### src/rtl/i2c_ia_pkg.sv
package i2c_ia_pkg;

    localparam int IA_BYTES = 3;
    localparam int IA_W     = 8 * IA_BYTES;
    localparam int IA_CW    = $clog2(IA_BYTES + 1);
    localparam int DEV_W    = 7;

    // bus symbols executed by the bit engine, each four quarter periods long
    typedef enum logic [1:0] {
        SYM_START = 2'd0,
        SYM_STOP  = 2'd1,
        SYM_BIT   = 2'd2
    } sym_t;

    typedef enum logic [2:0] {
        BK_DEVW = 3'd0,
        BK_IADR = 3'd1,
        BK_WDAT = 3'd2,
        BK_DEVR = 3'd3,
        BK_RDAT = 3'd4
    } byte_kind_t;

    typedef enum logic [2:0] {
        SQ_IDLE   = 3'd0,
        SQ_START  = 3'd1,
        SQ_BYTE   = 3'd2,
        SQ_RSTART = 3'd3,
        SQ_STOP   = 3'd4
    } seq_state_t;

    typedef struct packed {
        logic [DEV_W-1:0] dev;
        logic [IA_CW-1:0] ia_size;
        logic [IA_W-1:0]  ia;
        logic             rd;
        logic [7:0]       wdat;
    } xfer_cfg_t;

    // address byte that is still to go when 'left' bytes remain (1 = lowest byte)
    function automatic logic [7:0] ia_byte_sel(logic [IA_W-1:0] ia, logic [IA_CW-1:0] left);
        int unsigned k;
        k = (left == '0) ? 0 : int'(left) - 1;
        return ia[8*k +: 8];
    endfunction

endpackage

### src/rtl/i2c_ia_tick.sv
module i2c_ia_tick #(
    parameter int QDIV = 4
) (
    input  logic clk,
    input  logic rst,
    output logic tick
);
    localparam int CW = (QDIV > 1) ? $clog2(QDIV) : 1;

    logic [CW-1:0] cnt;

    always_ff @(posedge clk) begin
        if (rst) begin
            cnt  <= '0;
            tick <= 1'b0;
        end else if (cnt == CW'(QDIV - 1)) begin
            cnt  <= '0;
            tick <= 1'b1;
        end else begin
            cnt  <= cnt + 1'b1;
            tick <= 1'b0;
        end
    end

endmodule

### src/rtl/i2c_ia_phy.sv
module i2c_ia_phy
    import i2c_ia_pkg::*;
(
    input  logic clk,
    input  logic rst,
    input  logic tick,
    input  logic cmd_go,
    input  sym_t cmd_sym,
    input  logic cmd_bit,
    input  logic sda_in,
    output logic cmd_done,
    output logic rx_bit,
    output logic scl_rel,
    output logic sda_rel
);
    logic       busy;
    logic [1:0] q;
    sym_t       sym;
    logic       bitv;
    logic [1:0] sda_s;

    always_ff @(posedge clk) begin
        if (rst) begin
            sda_s <= 2'b11;
        end else begin
            sda_s <= {sda_s[0], sda_in};
        end
    end

    // every symbol: q0 SCL low, q1 first SDA level, q2 SCL high, q3 second SDA level or sample
    always_ff @(posedge clk) begin
        if (rst) begin
            busy     <= 1'b0;
            q        <= 2'd0;
            sym      <= SYM_BIT;
            bitv     <= 1'b1;
            scl_rel  <= 1'b1;
            sda_rel  <= 1'b1;
            cmd_done <= 1'b0;
            rx_bit   <= 1'b1;
        end else begin
            cmd_done <= 1'b0;
            if (!busy && cmd_go) begin
                busy <= 1'b1;
                q    <= 2'd0;
                sym  <= cmd_sym;
                bitv <= cmd_bit;
            end else if (busy && tick) begin
                q <= q + 2'd1;
                unique case (q)
                    2'd0: scl_rel <= 1'b0;
                    2'd1: begin
                        unique case (sym)
                            SYM_START: sda_rel <= 1'b1;
                            SYM_STOP:  sda_rel <= 1'b0;
                            default:   sda_rel <= bitv;
                        endcase
                    end
                    2'd2: scl_rel <= 1'b1;
                    default: begin
                        busy     <= 1'b0;
                        cmd_done <= 1'b1;
                        unique case (sym)
                            SYM_START: sda_rel <= 1'b0;
                            SYM_STOP:  sda_rel <= 1'b1;
                            default:   rx_bit  <= sda_s[1];
                        endcase
                    end
                endcase
            end
        end
    end

    // data and acknowledge bits never move SDA while SCL is high
    a_r2_sda_quiet_high: assert property (@(posedge clk) disable iff (rst)
        (busy && sym == SYM_BIT && scl_rel && $past(scl_rel)) |-> $stable(sda_rel));

    // the sequencer only hands over a symbol when the engine is free
    a_r2_go_when_free: assert property (@(posedge clk) disable iff (rst)
        cmd_go |-> !busy);

endmodule

### src/rtl/i2c_ia_seq.sv
module i2c_ia_seq
    import i2c_ia_pkg::*;
(
    input  logic      clk,
    input  logic      rst,
    input  logic      start,
    input  xfer_cfg_t cfg_in,
    input  logic      cmd_done,
    input  logic      rx_bit,
    output logic      cmd_go,
    output sym_t      cmd_sym,
    output logic      cmd_bit,
    output logic [7:0] rd_data,
    output logic      done,
    output logic      nack_err
);
    seq_state_t       st;
    byte_kind_t       kind;
    xfer_cfg_t        cfg;
    logic [IA_CW-1:0] ia_left;
    logic [3:0]       bitn;
    logic [7:0]       shreg;

    // what follows an acknowledged byte
    logic       nx_byte_go;
    logic       nx_rstart;
    byte_kind_t nx_kind;
    logic [7:0] nx_byte;

    always_comb begin
        nx_byte_go = 1'b1;
        nx_rstart  = 1'b0;
        nx_kind    = BK_WDAT;
        nx_byte    = cfg.wdat;
        unique case (kind)
            BK_DEVW, BK_IADR: begin
                if (ia_left != '0) begin
                    nx_kind = BK_IADR;
                    nx_byte = ia_byte_sel(cfg.ia, ia_left);
                end else if (cfg.rd) begin
                    nx_byte_go = 1'b0;
                    nx_rstart  = 1'b1;
                end
            end
            BK_DEVR: begin
                nx_kind = BK_RDAT;
                nx_byte = 8'hFF;
            end
            default: nx_byte_go = 1'b0;
        endcase
    end

    always_ff @(posedge clk) begin
        if (rst) begin
            st       <= SQ_IDLE;
            kind     <= BK_DEVW;
            cfg      <= '0;
            ia_left  <= '0;
            bitn     <= 4'd0;
            shreg    <= 8'hFF;
            cmd_go   <= 1'b0;
            cmd_sym  <= SYM_BIT;
            cmd_bit  <= 1'b1;
            rd_data  <= 8'h00;
            done     <= 1'b0;
            nack_err <= 1'b0;
        end else begin
            cmd_go <= 1'b0;
            done   <= 1'b0;
            unique case (st)
                SQ_IDLE: begin
                    if (start) begin
                        cfg      <= cfg_in;
                        ia_left  <= cfg_in.ia_size;
                        nack_err <= 1'b0;
                        st       <= SQ_START;
                        cmd_go   <= 1'b1;
                        cmd_sym  <= SYM_START;
                    end
                end
                SQ_START: begin
                    if (cmd_done) begin
                        kind    <= (cfg.ia_size == '0 && cfg.rd) ? BK_DEVR : BK_DEVW;
                        shreg   <= {cfg.dev, cfg.rd && cfg.ia_size == '0};
                        bitn    <= 4'd0;
                        st      <= SQ_BYTE;
                        cmd_go  <= 1'b1;
                        cmd_sym <= SYM_BIT;
                        cmd_bit <= cfg.dev[DEV_W-1];
                    end
                end
                SQ_RSTART: begin
                    if (cmd_done) begin
                        kind    <= BK_DEVR;
                        shreg   <= {cfg.dev, 1'b1};
                        bitn    <= 4'd0;
                        st      <= SQ_BYTE;
                        cmd_go  <= 1'b1;
                        cmd_sym <= SYM_BIT;
                        cmd_bit <= cfg.dev[DEV_W-1];
                    end
                end
                SQ_BYTE: begin
                    if (cmd_done) begin
                        if (bitn != 4'd8) begin
                            shreg   <= {shreg[6:0], rx_bit};
                            bitn    <= bitn + 4'd1;
                            cmd_go  <= 1'b1;
                            cmd_sym <= SYM_BIT;
                            cmd_bit <= (bitn == 4'd7) ? 1'b1 : shreg[6];
                        end else if (kind == BK_RDAT) begin
                            rd_data <= shreg;
                            st      <= SQ_STOP;
                            cmd_go  <= 1'b1;
                            cmd_sym <= SYM_STOP;
                        end else if (rx_bit) begin
                            nack_err <= 1'b1;
                            st       <= SQ_STOP;
                            cmd_go   <= 1'b1;
                            cmd_sym  <= SYM_STOP;
                        end else if (nx_byte_go) begin
                            kind    <= nx_kind;
                            shreg   <= nx_byte;
                            bitn    <= 4'd0;
                            cmd_go  <= 1'b1;
                            cmd_sym <= SYM_BIT;
                            cmd_bit <= nx_byte[7];
                            if (nx_kind == BK_IADR) begin
                                ia_left <= ia_left - 1'b1;
                            end
                        end else if (nx_rstart) begin
                            st      <= SQ_RSTART;
                            cmd_go  <= 1'b1;
                            cmd_sym <= SYM_START;
                        end else begin
                            st      <= SQ_STOP;
                            cmd_go  <= 1'b1;
                            cmd_sym <= SYM_STOP;
                        end
                    end
                end
                default: begin
                    if (cmd_done) begin
                        st   <= SQ_IDLE;
                        done <= 1'b1;
                    end
                end
            endcase
        end
    end

    // completion is a single-clock pulse
    a_r8_done_single: assert property (@(posedge clk) disable iff (rst)
        done |=> !done);

    // never more address bytes outstanding than were asked for
    a_r4_ia_bound: assert property (@(posedge clk) disable iff (rst)
        ia_left <= cfg.ia_size);

endmodule

### src/rtl/i2c_ia_master.sv
module i2c_ia_master
    import i2c_ia_pkg::*;
#(
    parameter int QDIV = 4
) (
    input  logic             clk,
    input  logic             rst,
    input  logic             start,
    input  logic [DEV_W-1:0] dev_addr,
    input  logic [IA_CW-1:0] ia_size,
    input  logic [IA_W-1:0]  int_addr,
    input  logic             rd_not_wr,
    input  logic [7:0]       wr_data,
    output logic [7:0]       rd_data,
    output logic             done,
    output logic             nack_err,
    output logic             scl_oe,
    output logic             sda_oe,
    input  logic             sda_in
);
    logic      tick;
    logic      cmd_go;
    sym_t      cmd_sym;
    logic      cmd_bit;
    logic      cmd_done;
    logic      rx_bit;
    logic      scl_rel;
    logic      sda_rel;
    xfer_cfg_t cfg_in;

    assign cfg_in = '{dev: dev_addr, ia_size: ia_size, ia: int_addr,
                      rd: rd_not_wr, wdat: wr_data};

    i2c_ia_tick #(.QDIV(QDIV)) u_tick (
        .clk  (clk),
        .rst  (rst),
        .tick (tick)
    );

    i2c_ia_seq u_seq (
        .clk      (clk),
        .rst      (rst),
        .start    (start),
        .cfg_in   (cfg_in),
        .cmd_done (cmd_done),
        .rx_bit   (rx_bit),
        .cmd_go   (cmd_go),
        .cmd_sym  (cmd_sym),
        .cmd_bit  (cmd_bit),
        .rd_data  (rd_data),
        .done     (done),
        .nack_err (nack_err)
    );

    i2c_ia_phy u_phy (
        .clk      (clk),
        .rst      (rst),
        .tick     (tick),
        .cmd_go   (cmd_go),
        .cmd_sym  (cmd_sym),
        .cmd_bit  (cmd_bit),
        .sda_in   (sda_in),
        .cmd_done (cmd_done),
        .rx_bit   (rx_bit),
        .scl_rel  (scl_rel),
        .sda_rel  (sda_rel)
    );

    assign scl_oe = ~scl_rel;
    assign sda_oe = ~sda_rel;

    // completion is only reported with both lines let go
    a_r8_done_released: assert property (@(posedge clk) disable iff (rst)
        done |-> (!scl_oe && !sda_oe));

endmodule

### config.mk
export PLATFORM = sky130hd
export DESIGN_NAME = i2c_ia_master
export DESIGN_NICKNAME = d
export VERILOG_FILES = /design/src/rtl/i2c_ia_pkg.sv /design/src/rtl/i2c_ia_tick.sv /design/src/rtl/i2c_ia_phy.sv /design/src/rtl/i2c_ia_seq.sv /design/src/rtl/i2c_ia_master.sv
export SDC_FILE = /design/constraint.sdc
export NUM_CORES = 1
export LEC_CHECK = 0
export BUFFER_PORTS_ARGS = -buffer_cell sky130_fd_sc_hd__buf_2
export CAP_MARGIN = 20
export CORE_MARGIN = 5
export CORE_UTILIZATION = 45
export CTS_BUF_LIST = sky130_fd_sc_hd__clkbuf_8
export DETAILED_ROUTE_END_ITERATION = 10
export PLACE_DENSITY = 0.65
export SYNTH_ARGS = -nofsm -noshare
export SYNTH_HDL_FRONTEND = slang
export SYNTH_SLANG_ARGS = --single-unit
export TNS_END_PERCENT = 10
### constraint.sdc
create_clock -name clk -period 4.9 [get_ports clk]
set_clock_uncertainty 0.15 [all_clocks]
set_input_delay 0.245 -clock clk [delete_from_list [all_inputs] [get_ports clk]]
set_output_delay 0.245 -clock clk [all_outputs]
set_load 0.05 [all_outputs]
== Word level (Yosys, flattened, before mapping) ==
Cells that the tools add are included.

* Register bits: 91
* Input port bits: 46
* Output and inout bits: 12
* Word-level logic and storage cells: 200

* $add $sub $neg: 5
* Equal/unequal tests: 29
* Shifts and indexed selects: 1
* Muxes and demuxes: 88
* Bitwise gates (word level): 8
* Reductions and logical operators: 42

{| class="wikitable"
|+ Operators with widths
! operator !! number
|-
| 2-to-1 mux 8 bit || 8
|-
| 2-to-1 mux 3 bit || 16
|-
| indexed part select 24 x 33 -> 8 bit || 1
|-
| 2-to-1 mux 2 bit || 16
|-
| 2-to-1 mux 29 bit || 1
|-
| 2-to-1 mux 1 bit || 25
|-
| 2-to-1 mux 4 bit || 6
|-
| one-hot mux 8 bit (3 select lines) || 1
|-
| one-hot mux 3 bit (3 select lines) || 2
|-
| AND reduction 6 bit || 3
|-
| inequality test 2 x 1 -> 1 bit, second input constant || 8
|-
| one-hot mux 1 bit (2 select lines) || 8
|-
| one-hot mux 8 bit (2 select lines) || 1
|-
| AND reduction 4 bit || 4
|-
| AND reduction 8 bit || 2
|-
| nonzero test 2 bit || 6
|-
| OR reduction 2 bit || 6
|-
| equality test 3 x 1 -> 1 bit, second input constant || 3
|-
| equality test 3 x 2 -> 1 bit, second input constant || 3
|-
| nonzero test 3 bit || 3
|-
| OR reduction 3 bit || 3
|-
| logical NOT 2 bit || 4
|-
| inequality test 2 bit, second input constant || 4
|-
| NOT 1 bit || 8
|-
| other kinds (24) || 31
|}

== Longest topological paths before layout ==
Gate-level depths: netlist of run 1.

* Depth in word-level cells: 11
* Gate-level depth with buffers: 8
* Gate-level depth less buffers: 7

== Hierarchy ==
Synthesis of run 1 repeated with hierarchy kept, for this count alone.

* Cells, all modules: 493
* Area total of the unflattened synthesis: 4136.5 um^2

{| class="wikitable"
|+ By module, submodules not included
! module !! instances !! cells an instance !! area an instance (um^2) !! sequential area each (um^2)
|-
| i2c_ia_seq || 1 || 429 || 3492.1 || 1521.5
|-
| i2c_ia_phy || 1 || 55 || 540.5 || 240.2
|-
| i2c_ia_tick || 1 || 7 || 96.3 || 60.1
|-
| i2c_ia_master || 1 || 2 || 7.5 || 0.0
|}

== Worst setup path before layout of run 1 ==
OpenSTA, ideal clock, no wires.

* Kind: flip-flop to flip-flop
* From: register u_seq.ia_left[1]
* To: register u_seq.shreg[7]
* Setup time: 0.122 ns
* Data arrival time: 1.931 ns
* Required time: 4.628 ns
* Slack: 2.697 ns
* Stages on the path, launching flop included: 7
* Buffers on the path: 1
* Period minus slack after synthesis: 2.203 ns
* Cell sequence: dfxtp_1 -> ha_1 -> clkbuf_1 -> mux2_2 -> a221o_1 -> o211a_1 -> o32a_1

* Longest elaborated chain between the ends: 11
* Elaborated cells on any way between the ends: 17
* Classes of those cells: add/sub (1); eq/ne (1); shift (1); mux (11); reduce/logical (3)

{| class="wikitable"
|+ Ends and longest elaborated chain
! element !! RTL line !! source
|-
| from (decl) || i2c_ia_seq.sv:20 || <nowiki>logic [IA_CW-1:0] ia_left;</nowiki>
|-
| from (signal assigned) || i2c_ia_seq.sv:74 || <nowiki>ia_left <= cfg_in.ia_size;</nowiki>
|-
| from (signal assigned) || i2c_ia_seq.sv:129 || <nowiki>ia_left <= ia_left - 1'b1;</nowiki>
|-
| subtractor 2 x 1 -> 3 bit or logical NOT 2 bit (tied branches) || i2c_ia_pkg.sv:42 || <nowiki>k = (left == '0) ? 0 : int'(left) - 1;</nowiki>
|-
| 2-to-1 mux 29 bit || i2c_ia_pkg.sv:42 ||
|-
| indexed part select 24 x 33 -> 8 bit || i2c_ia_pkg.sv:43 || <nowiki>return ia[8*k +: 8];</nowiki>
|-
| 2-to-1 mux 8 bit || i2c_ia_seq.sv:37 || <nowiki>if (ia_left != '0) begin</nowiki>
|-
| one-hot mux 8 bit (2 select lines) || i2c_ia_seq.sv:35 || <nowiki>unique case (kind)</nowiki>
|-
| 2-to-1 mux 8 bit || i2c_ia_seq.sv:121 || <nowiki>end else if (nx_byte_go) begin</nowiki>
|-
| 2-to-1 mux 8 bit || i2c_ia_seq.sv:116 || <nowiki>end else if (rx_bit) begin</nowiki>
|-
| 2-to-1 mux 8 bit || i2c_ia_seq.sv:111 || <nowiki>end else if (kind == BK_RDAT) begin</nowiki>
|-
| 2-to-1 mux 8 bit || i2c_ia_seq.sv:105 || <nowiki>if (bitn != 4'd8) begin</nowiki>
|-
| 2-to-1 mux 8 bit || i2c_ia_seq.sv:104 || <nowiki>if (cmd_done) begin</nowiki>
|-
| one-hot mux 8 bit (3 select lines) || i2c_ia_seq.sv:70 || <nowiki>unique case (st)</nowiki>
|-
| to (signal assigned) || i2c_ia_seq.sv:84 || <nowiki>shreg <= {cfg.dev, cfg.rd && cfg.ia_size == '0};</nowiki>
|-
| to (signal assigned) || i2c_ia_seq.sv:106 || <nowiki>shreg <= {shreg[6:0], rx_bit};</nowiki>
|-
| to (signal assigned) || i2c_ia_seq.sv:123 || <nowiki>shreg <= nx_byte;</nowiki>
|-
| to (decl) || i2c_ia_seq.sv:22 || <nowiki>logic [7:0] shreg;</nowiki>
|}

Parallel ways exist; a longest one is shown, timed or not. The select of a mux whose other input is x is not followed.
A chain may end at the register's enable or synchronous reset.

== Worst setup path in the final report of run 1 ==
* From: register u_seq.st[1]
* To: register u_seq.rd_data[4]

* Longest elaborated chain between the ends: 2

{| class="wikitable"
|+ Ends and longest elaborated chain
! element !! RTL line !! source
|-
| from (decl) || i2c_ia_seq.sv:17 || <nowiki>seq_state_t st;</nowiki>
|-
| from (signal assigned) || i2c_ia_seq.sv:55 || <nowiki>st <= SQ_IDLE;</nowiki>
|-
| from (signal assigned) || i2c_ia_seq.sv:76 || <nowiki>st <= SQ_START;</nowiki>
|-
| from (signal assigned) || i2c_ia_seq.sv:86 || <nowiki>st <= SQ_BYTE;</nowiki>
|-
| equality test 3 x 2 -> 1 bit || i2c_ia_seq.sv:70 ||
|-
| AND reduction 4 bit (no source line) || n/a ||
|-
| to (signal assigned) || i2c_ia_seq.sv:112 || <nowiki>rd_data <= shreg;</nowiki>
|-
| to (decl) || i2c_ia_seq.sv:13 || <nowiki>output logic [7:0] rd_data,</nowiki>
|}

No other way between the ends.

==> impl_metrics.ini, run 1 <==
[critical_path]
start_kind = flip-flop
rr_worst_depth = 5
reg2reg_from = u_seq.st[1]$_SDFFE_PP0P_
reg2reg_to = u_seq.rd_data[4]$_SDFFE_PP0P_
crit_required_ps = 4970
cp_top_family = simple AND/OR/NAND/NOR gates
cp_slowest_cell = or3b_1
crit_chain = or3b_1 -> nor2_4 -> nand4_2 -> mux2i_1 -> nor2_1
crit_start = u_seq.st[1]$_SDFFE_PP0P_
endpoint = u_seq.rd_data[4]$_SDFFE_PP0P_
worstSetupPathType = reg -> reg
critPathCaptureType = flip-flop
crit_fanout = 12
path_buf_inv = 0
cp_slowest_stage_delay_ps = 600
r2r_setup_slack_ps = 2440
arrival_ps = 2530
crit_cells = 5

[hold_path]
hold_path.class = in -> reg

[routing]
avgViaCountPerCell = 5.351
wl_per_cell_um = 14.26
drt_iter0_markers = 161
route.vias.total = 3644
drt-total-wl_um = 9708
drc_errors = 0
antenna_left = 0
first_pass_iters = 5

[sta]
worst_slew_pin_slew_ps = 863.3
slew_headroom = 0.4245
setup_tns_ps = 0
finalCritPeriodShare = 0.5021
hold_viol = 0
max_freq_mhz = 406.4
min_period_ps = 2460
setup_viol_count_final = 0
drv_slew = 0
holdWs_ps = 166.8
rsz0062_at_grt = false

[layout]
drive_above_1_share = 0.1780
nFillCells = 807
syn_to_final_growth_pct = 22.18
nNetsFinal = 624
diodes = 0
stdcell_area_mm2 = 0.004990

[place]
dpl.hpwl_um = 6557
place_area_mm2 = 0.004389
io_buffers = 57
gp_congestion = 0.8017

[grt]
grt_overflow_total = 0
grt_pass1_wl_um = 16460
antenna_found_initial = 0
grt_max_degree = 87
grt_pass1_vias = 3492
grt_usage = 0.1799

[clocking]
cts_buffers = 9
cts.sinks = 91
cts-root-buf = clkbuf_8
clkTransAtPathRegs_ps = 90
tritoncts = built
insertion_delay_ps = 360
htreeDepth = 3
clockBufferDepth = 2

[synthesis]
yosys-top-cells-count = nand2_1 (95), dfxtp_1 (91), a21oi_1 (55)
synth_edf_count = 0
synth_top_area_share = 0.4461
syn_area_per_cell_um2 = 8.386
synth_seq_cells = 91
synth_most_common_cell = nand2_1
ys_seq_area_frac = 0.4461
synthesis.nets = 543
yosysTopAreaCell = dfxtp_1
synth_ff_type = dfxtp_1
synth_cells = 487
synth_cell_types = 54
synth-async-reset-ratio = 0
yosys_warnings = 0
netlist_area_mm2 = 0.004084
yosys-top-cells-area = dfxtp_1 (45%), nand2_1 (8.7%), a21oi_1 (6.7%)

[pwr]
ir_worst_vdd_mv = 0.1496
p_per_area_mw_per_mm2 = 290.2
leakagePower_nw = 2.067
p_total_mw = 1.448

[floorplanning]
core_mm2 = 0.008763
io_pins = 58
die_area_mm2 = 0.01108
die_w_um = 105.3
rows = 34
die_y_um = 105.3
start_util = 0.4660

[status]
status = finished, final reports clean

[flow_run]
maxCapViolations = 0
## power by group
group	total (mW)	internal, mW	switching [mW]
sequential	0.804	0.776	0.0276
combinational	0.200	0.0924	0.107
clock	0.445	0.182	0.262
total	1.45	1.05	0.397
## per-layer routing
metal / share of wire / vias to the layer above / routed length, µm / global-route usage
li1: - / 1837 / - / -
met1: 0.46 / 1700 / 4420 / 0.2257
met2: 0.48 / 90 / 4675 / 0.3092
met3: 0.045 / 17 / 440 / 0.03423
met4: 0.018 / 0 / 171 / 0.06027
met5: 0 / - / 0 / 0
## how the worst min path moves through the flow
stage | start | to | slack, ps | cells after the start
floorplan | sda_in | u_phy.sda_s[0]$_SDFF_PP1_ | 200 | 1
global placement | u_phy.sda_s[0]$_SDFF_PP1_ | u_phy.sda_s[1]$_SDFF_PP1_ | 260 | 1
detailed placement | u_phy.sda_s[0]$_SDFF_PP1_ | u_phy.sda_s[1]$_SDFF_PP1_ | 260 | 1
CTS | start | u_seq.cfg[34]$_SDFFE_PP0P_ | 150 | 4
global route | start | u_seq.cfg[34]$_SDFFE_PP0P_ | 160 | 4
finish | start | u_seq.cfg[34]$_SDFFE_PP0P_ | 170 | 4
## final cells by class
class / instances / area (µm²) / area share
multi-input cells: 352 / 2083 / 0.4175
flip-flops and latches: 91 / 1822 / 0.3651
repair buffers: 103 / 738.2 / 0.1479
well taps: 108 / 135.1 / 0.02708
clock buffers: 9 / 123.9 / 0.02482
clock inverters: 7 / 46.29 / 0.009278
inverters: 11 / 41.29 / 0.008275
## registers in the layout, summed over array words and instances (netlist names)
signal	cells
u_seq.st	3
u_tick.cnt	2
u_phy.scl_rel	1
u_phy.q	2
u_phy.cmd_done	1
u_seq.nack_err	1
u_seq.cmd_bit	1
u_phy.sda_rel	1
u_seq.bitn	4
u_seq.rd_data	8
u_phy.rx_bit	1
u_phy.bitv	1
u_seq.done	1
u_seq.cmd_sym	2
u_tick.tick	1
u_seq.ia_left	2
u_seq.shreg	8
u_seq.cfg	42
u_seq.kind	3
u_phy.sym	2
u_phy.sda_s	2
u_seq.cmd_go	1
u_phy.busy	1
## placed cells by master, fill, tap and decap left out, types with 2 or more instances in the layout
cell | netlist | final
ha_1 | 10 | 10
a31o_2 | 2 | 2
a21oi_1 | 55 | 55
buf_4 | 1 | 3
clkinvlp_4 | 0 | 2
mux2i_1 | 13 | 13
mux2_2 | 9 | 9
a21o_1 | 7 | 7
clkinv_2 | 0 | 2
nand3_1 | 8 | 8
clkinv_4 | 0 | 2
a211o_1 | 2 | 2
or2_2 | 4 | 4
inv_1 | 11 | 12
nor2b_1 | 8 | 8
nand2_1 | 95 | 95
nor2_1 | 49 | 49
dfxtp_1 | 91 | 91
a211oi_1 | 6 | 6
o21ai_0 | 19 | 19
o32a_1 | 7 | 7
buf_2 | 3 | 57
a221oi_1 | 7 | 7
nand2b_1 | 4 | 4
and3b_1 | 3 | 3
nor3b_1 | 2 | 2
dlygate4sd3_1 | 0 | 43
or3b_1 | 2 | 2
nor3_1 | 12 | 12
a221o_1 | 2 | 2
a21oi_2 | 2 | 2
clkbuf_8 | 0 | 9
## metrics by stage
step           setup slack, ps  utilization  cells
3_3_place_gp              2544       0.5009    622
4_1_cts                   2457       0.5694    681
2_1_floorplan             2697            -    487
5_1_grt                   2252       0.5694    681
3_5_place_dp              2458       0.5009    622
6_report                  2440       0.5694    681
## worst min-delay path, stage by stage
cell and delay [ps]:
buf_2 120, nor4b_4 150, nand2_1 60, a21oi_1 50
## repair_timing
action / 4_1_cts / 5_1_grt
hold endpoints to repair: 43 / 0
buffers inserted: 0 / 0
gates resized for setup: 0 / 0
hold buffers: 43 / 0
## cell families (layout without fill, tap and decap cells)
group	count (synthesis)	in the layout	share of synthesized area
fa+ha+maj	10	10	0.03064
simple gates	201	201	0.2298
mux	22	22	0.05668
buf+inv	44	130	0.04596
xor+xnor	1	1	0.002145
flops	91	91	0.4461
compound gates	118	118	0.1887
(Power assumes the default switching activity.)
==> inputs of run 2 (changes only) <==
PLACE_DENSITY = 0.68   (was 0.65)
clock period = 2.17 ns   (was 4.9 ns; I/O delays follow)
==> run 2 against run 1 <==
  * First-iteration DRC count down 8.7%
  * Core utilization grew 3.7 points
  * Clock power grew to 2.7 times the previous value
  * Wire length is 8.1% higher
  * Final area increased by 6.5%
  * Combinational power grew to 2.7 times the previous value
  * Critical path depth grew 1
  * Register-to-register slack worse by 2400 ps
  * Worst hold slack got worse by 150 ps
  * Sequential power is 130% higher
  * Sequential share of layout area fell by 2.2 points
  * Largest cell class unchanged
==> impl_metrics.ini, run 2 (same netlist as run 1, synthesis figures left out) <==
[status]
status = finished, final reports clean

[sta]
drv_slew = 0
holdWs_ps = 14.68
rsz0062_at_grt = true
min_period_ps = 2117
setup_viol_count_final = 0
max_freq_mhz = 472.5
worst_slew_pin_slew_ps = 470.6
hold_viol = 0
finalCritPeriodShare = 0.9754
slew_headroom = 0.6863

[layout]
stdcell_area_mm2 = 0.005316
diodes = 0
top_register = u_seq.cfg
reg_top3 = u_seq.cfg x42, u_seq.rd_data x8, u_seq.shreg x8
syn_to_final_growth_pct = 30.18
nNetsFinal = 650
drive_above_1_share = 0.2391
final_common_cell = nand2_1
final_cell_mix = nand2_1 (95), dfxtp_1 (89), buf_2 (57)
largest_reg_flops = 42
nFillCells = 746

[clocking]
cts-root-buf = clkbuf_8
clkTransAtPathRegs_ps = 90
cts_buffers = 9
cts.sinks = 91
clockBufferDepth = 2
tritoncts = built
insertion_delay_ps = 370
htreeDepth = 3

[critical_path]
r2r_setup_slack_ps = 50
worstSetupPathType = reg -> reg
critPathCaptureType = flip-flop
crit_fanout = 3
start_kind = flip-flop
arrival_ps = 2220
crit_required_ps = 2280

[pwr]
leakagePower_nw = 2.264
combPwrFrac = 0.151
ir_worst_vdd_mv = 0.2933
p_per_area_mw_per_mm2 = 670.9
p_int_mw = 2.617
swShare = 0.2662
clockPowerShare = 0.341
seqPwrFrac = 0.508
p_sw_mw = 0.9494

[routing]
antenna_left = 0
route.vias.total = 3803
wl_per_cell_um = 14.86
avgViaCountPerCell = 5.387
drt-total-wl_um = 10490
drt_iter0_markers = 147
first_pass_iters = 4
drc_errors = 0

[place]
gp_congestion = 0.7997
place_area_mm2 = 0.004582
io_buffers = 57
dpl.hpwl_um = 7001

[floorplanning]
io_pins = 58
die_w_um = 105.3
core_mm2 = 0.008763
die_y_um = 105.3
start_util = 0.4660
rows = 34
die_area_mm2 = 0.01108

[grt]
grt_usage = 0.1915
grt_pass1_wl_um = 17450
grt_pass1_vias = 3737
antenna_found_initial = 0
grt_max_degree = 46
grt_overflow_total = 0

[hold_path]
hold_path.class = in -> reg

[flow_run]
maxCapViolations = 0
==> run 2: changes by cell type in the layout (fill, tap and decap cells not counted), sizes merged <==
cell,previous run,this run
clkinv,4,2
bufinv,0,1
clkinvlp,2,0
clkbuf,9,11
buf,60,86
==> run 2: final timing paths <==
check	cells after the start	from	endpoint
hold / removal	2	rst	u_phy.cmd_done$_SDFF_PP0_
hold reg to reg	1	u_phy.sda_s[0]$_SDFF_PP1_	u_phy.sda_s[1]$_SDFF_PP1_
setup reg to reg	6	u_seq.ia_left[0]$_SDFFE_PP0P_	u_seq.shreg[7]$_SDFFE_PP1P_
setup / recovery	6	u_seq.ia_left[0]$_SDFFE_PP0P_	u_seq.shreg[7]$_SDFFE_PP1P_
==> run 2: final cells by class <==
class,instances,area (µm²),share of cell area
clock buffers,11,151.4,0.02848
multi-input cells,352,2160,0.4062
inverters,11,41.29,0.007767
flip-flops and latches,91,1824,0.3431
repair buffers,129,945.9,0.1779
well taps,108,135.1,0.02542
clock inverters,4,58.81,0.01106
==> run 2: critical path: stages, from the launching register on <==
cell and delay [ps]:
dfxtp_2 350, buf_4 110, ha_1 180, mux2_2 350
a221o_1 370, o211a_4 160, o32a_1 340
==> run 2: timing repair <==
| item | 4_1_cts | 5_1_grt |
|---|---|---|
| hold endpoints to repair | 45 | 0 |
| pin swaps | 16 | 3 |
| setup buffers | 2 | 0 |
| gates resized for setup | 7 | 11 |
| setup endpoints to repair | 10 | 10 |
| hold buffers | 43 | 0 |
==> run 2: through the flow <==
stage	TNS (ps)	power [mW]	std cells	worst slack, ps	util
after global routing	-14.54	3.723	706	-14.54	0.6067
after global placement	0	2.273	646	18.13	0.5228
after floorplan	0	2.130	487	51.06	-
after detailed placement	-183.4	2.287	646	-32.71	0.5228
final	0	3.567	706	53.40	0.6067
after CTS	0	3.558	706	8.558	0.6002
==> run 2: layer usage <==
layer  GRT usage  part of all wire  vias to the layer above
li1            -                 -                     1891
met5           0                 0                        -
met3     0.04279             0.054                       26
met2      0.3239              0.48                      108
met4     0.08219             0.025                        0
met1      0.2332              0.44                     1778
==> run 2: power by group through the flow <==
stage / registers, mW / logic (mW) / clock network, mW
after floorplan: 1.82 / 0.306 / 0
after global placement: 1.85 / 0.427 / 0
after detailed placement: 1.85 / 0.441 / 0
after CTS: 1.81 / 0.513 / 1.24
after global routing: 1.82 / 0.601 / 1.30
final: 1.81 / 0.537 / 1.22
==> inputs of run 3 (changes only) <==
SYNTH_HIERARCHICAL = 1   (was unset)
==> run 3 against run 2 <==
  * Non-clock buffer count is 11 lower
  * Combinational power shrank 25%
  * Via count fell by 0.79%
  * Cell count decreased by 0.14%
  * Final area shrank 2.9%
  * Clock power down 7%
  * Core utilization decreased by 4.0 points
  * Highest routed layer unchanged
==> impl_metrics.ini, run 3 <==
[synthesis]
synth_ff_type = dfxtp_1
synth_cell_types = 55
synthesis.nets = 549
synth_most_common_cell = nand2_1
synth_cells = 493
yosys-top-cells-area = dfxtp_1 (44%), nand2_1 (9.0%), a21oi_1 (7.4%)
yosys_warnings = 6
netlist_area_mm2 = 0.004136
yosysTopAreaCell = dfxtp_1
ys_seq_area_frac = 0.4404
synth-async-reset-ratio = 0
syn_area_per_cell_um2 = 8.390
synth_seq_cells = 91
synth_edf_count = 0
yosys-top-cells-count = nand2_1 (99), dfxtp_1 (91), a21oi_1 (61)
synth_top_area_share = 0.4404

[place]
place_area_mm2 = 0.004531
place_inst = 646
io_buffers = 57
dpl.hpwl_um = 7351
gp_congestion = 0.8569

[floorplanning]
die_w_um = 105.9
io_pins = 58
die_area_mm2 = 0.01121
core_mm2 = 0.009109
start_util = 0.4541
rows = 35
die_y_um = 105.9

[critical_path]
reg2reg_from = u_seq/ia_left[1]$_SDFFE_PP0P_
rr_worst_depth = 7
critPathCaptureType = flip-flop
endpoint = u_seq/shreg[7]$_SDFFE_PP1P_
crit_required_ps = 2270
reg2reg_to = u_seq/shreg[7]$_SDFFE_PP1P_
r2r_setup_slack_ps = 130
arrival_ps = 2140
worstSetupPathType = reg -> reg
crit_start = u_seq/ia_left[1]$_SDFFE_PP0P_
crit_fanout = 10
start_kind = flip-flop

[pwr]
combPwrFrac = 0.121
swShare = 0.2607
seqPwrFrac = 0.538
leakagePower_nw = 2.184
ir_worst_vdd_mv = 0.2882
p_int_mw = 2.457
p_per_area_mw_per_mm2 = 643.6
p_sw_mw = 0.8663
clockPowerShare = 0.341
p_total_mw = 3.323

[routing]
first_pass_iters = 7
route.vias.total = 3773
drc_errors = 0
drt_iter0_markers = 109
wl_per_cell_um = 15.17
antenna_left = 0
avgViaCountPerCell = 5.352
drt-total-wl_um = 10700

[sta]
holdWs_ps = 64.70
worst_slew_pin_slew_ps = 479.8
drv_slew = 0
rsz0062_at_grt = false
hold_viol = 0
min_period_ps = 2043
max_freq_mhz = 489.6
finalCritPeriodShare = 0.9413
setup_viol_count_final = 0
setup_tns_ps = 0
slew_headroom = 0.6795

[clocking]
insertion_delay_ps = 360
cts_buffers = 9
post_cts_buffers = 0
cts.sinks = 91
cts-root-buf = clkbuf_8
clkTransAtPathRegs_ps = 90
tritoncts = built
clockBufferDepth = 2
htreeDepth = 3

[layout]
drive_above_1_share = 0.1801
diodes = 0
final_cells = 705
final_cell_mix = nand2_1 (99), dfxtp_1 (91), a21oi_1 (61)
final_common_cell = nand2_1
stdcell_area_mm2 = 0.005164
largest_reg_flops = 42
nNetsFinal = 645
top_register = u_seq/cfg
syn_to_final_growth_pct = 24.83
reg_top3 = u_seq/cfg x42, u_seq/rd_data x8, u_seq/shreg x8

[grt]
grt_pass1_vias = 3736
grt_usage = 0.1990
gr-usage-met3 = 0.03613
grt_use_met2 = 0.3438
grt_max_degree = 44
grt_overflow_total = 0
grt_pass1_wl_um = 18160
antenna_found_initial = 0
met1_usage = 0.2496
grt.busiest_layer = met2

[flow_run]
maxCapViolations = 0

[status]
status = finished, final reports clean

[hold_path]
hold_path.class = in -> reg
[run 3: changes by cell type in the layout (fill, tap and decap cells not counted), sizes merged, moves of 3 or more]
| cell | previous run | this run |
|---|---|---|
| a21oi | 57 | 62 |
| nor3 | 12 | 6 |
| o32a | 7 | 0 |
| o22a | 1 | 8 |
| mux2 | 9 | 0 |
| a221oi | 7 | 1 |
| nand2 | 96 | 100 |
| nand3b | 1 | 5 |
| buf | 86 | 75 |
| mux2i | 13 | 27 |
| o21ai | 20 | 23 |
| a21o | 7 | 1 |
| a211oi | 6 | 10 |
| nor2b | 8 | 5 |
[run 3: logic make-up after synthesis]
kind of cell,count (synthesis),synth area share
adder cells (fa/ha/maj),10,0.03025
flip-flops,91,0.4404
AO/OA/AOI/OAI,123,0.1824
XOR/XNOR,2,0.004235
buffers and inverters,42,0.05172
multiplexers,27,0.06534
AND/OR/NAND/NOR,198,0.2257
[run 3: power by group through the flow]
stage | clock network (mW) | logic, mW | registers (mW)
final | 1.13 | 0.402 | 1.79
after global routing | 1.22 | 0.449 | 1.80
after CTS | 1.15 | 0.392 | 1.79
after detailed placement | 0 | 0.331 | 1.83
after global placement | 0 | 0.325 | 1.82
after floorplan | 0 | 0.234 | 1.80
[run 3: worst min path at each step]
stage / from / end / slack, ps / cells past startpoint
after floorplan: rst / u_tick/cnt[1]$_SDFF_PP0_ / 30 / 1
after global placement: sda_in / u_phy/sda_s[0]$_SDFF_PP1_ / 150 / 2
after detailed placement: sda_in / u_phy/sda_s[0]$_SDFF_PP1_ / 150 / 2
after CTS: rst / u_seq/cmd_bit$_SDFFE_PP1P_ / 50 / 4
after global routing: rst / u_seq/cmd_bit$_SDFFE_PP1P_ / 90 / 4
final: rst / u_seq/cmd_bit$_SDFFE_PP1P_ / 60 / 4
[run 3: area by class of cell]
cell class	count	area, µm²
fillers	831	3945
multi-input cells	360	2115
flip-flops and latches	91	1822
repair buffers	118	863.3
well taps	111	138.9
clock buffers	9	123.9
clock inverters	7	67.56
inverters	9	33.78
[run 3: critical path, stage by stage, from the launching register on]
cell and delay, ps:
dfxtp_1 370, inv_1 80, ha_1 210, or3_4 400, a21o_1 170, o22ai_1 220, o2111ai_1 160, o211a_1 170
[run 3: timing repair]
item                                   CTS  global route
hold buffers                            43             0
endpoints found under the hold margin   44             0
setup endpoints to repair                0             2
resized for setup                        0             2
[run 3: through the flow]
stage	utilization	setup slack, ps
2_1_floorplan	-	321.4
3_3_place_gp	0.4974	149.4
3_5_place_dp	0.4974	75.50
4_1_cts	0.5657	52.33
5_1_grt	0.5669	11.13
6_report	0.5669	127.4
[run 3: per-layer routing]
layer  part of all wire  vias up  wire length, µm
met3              0.055       18              585
met4              0.018        0              189
met1               0.44     1766             4683
li1                   -     1877                -
met2               0.49      112             5236
met5                  0        -                0
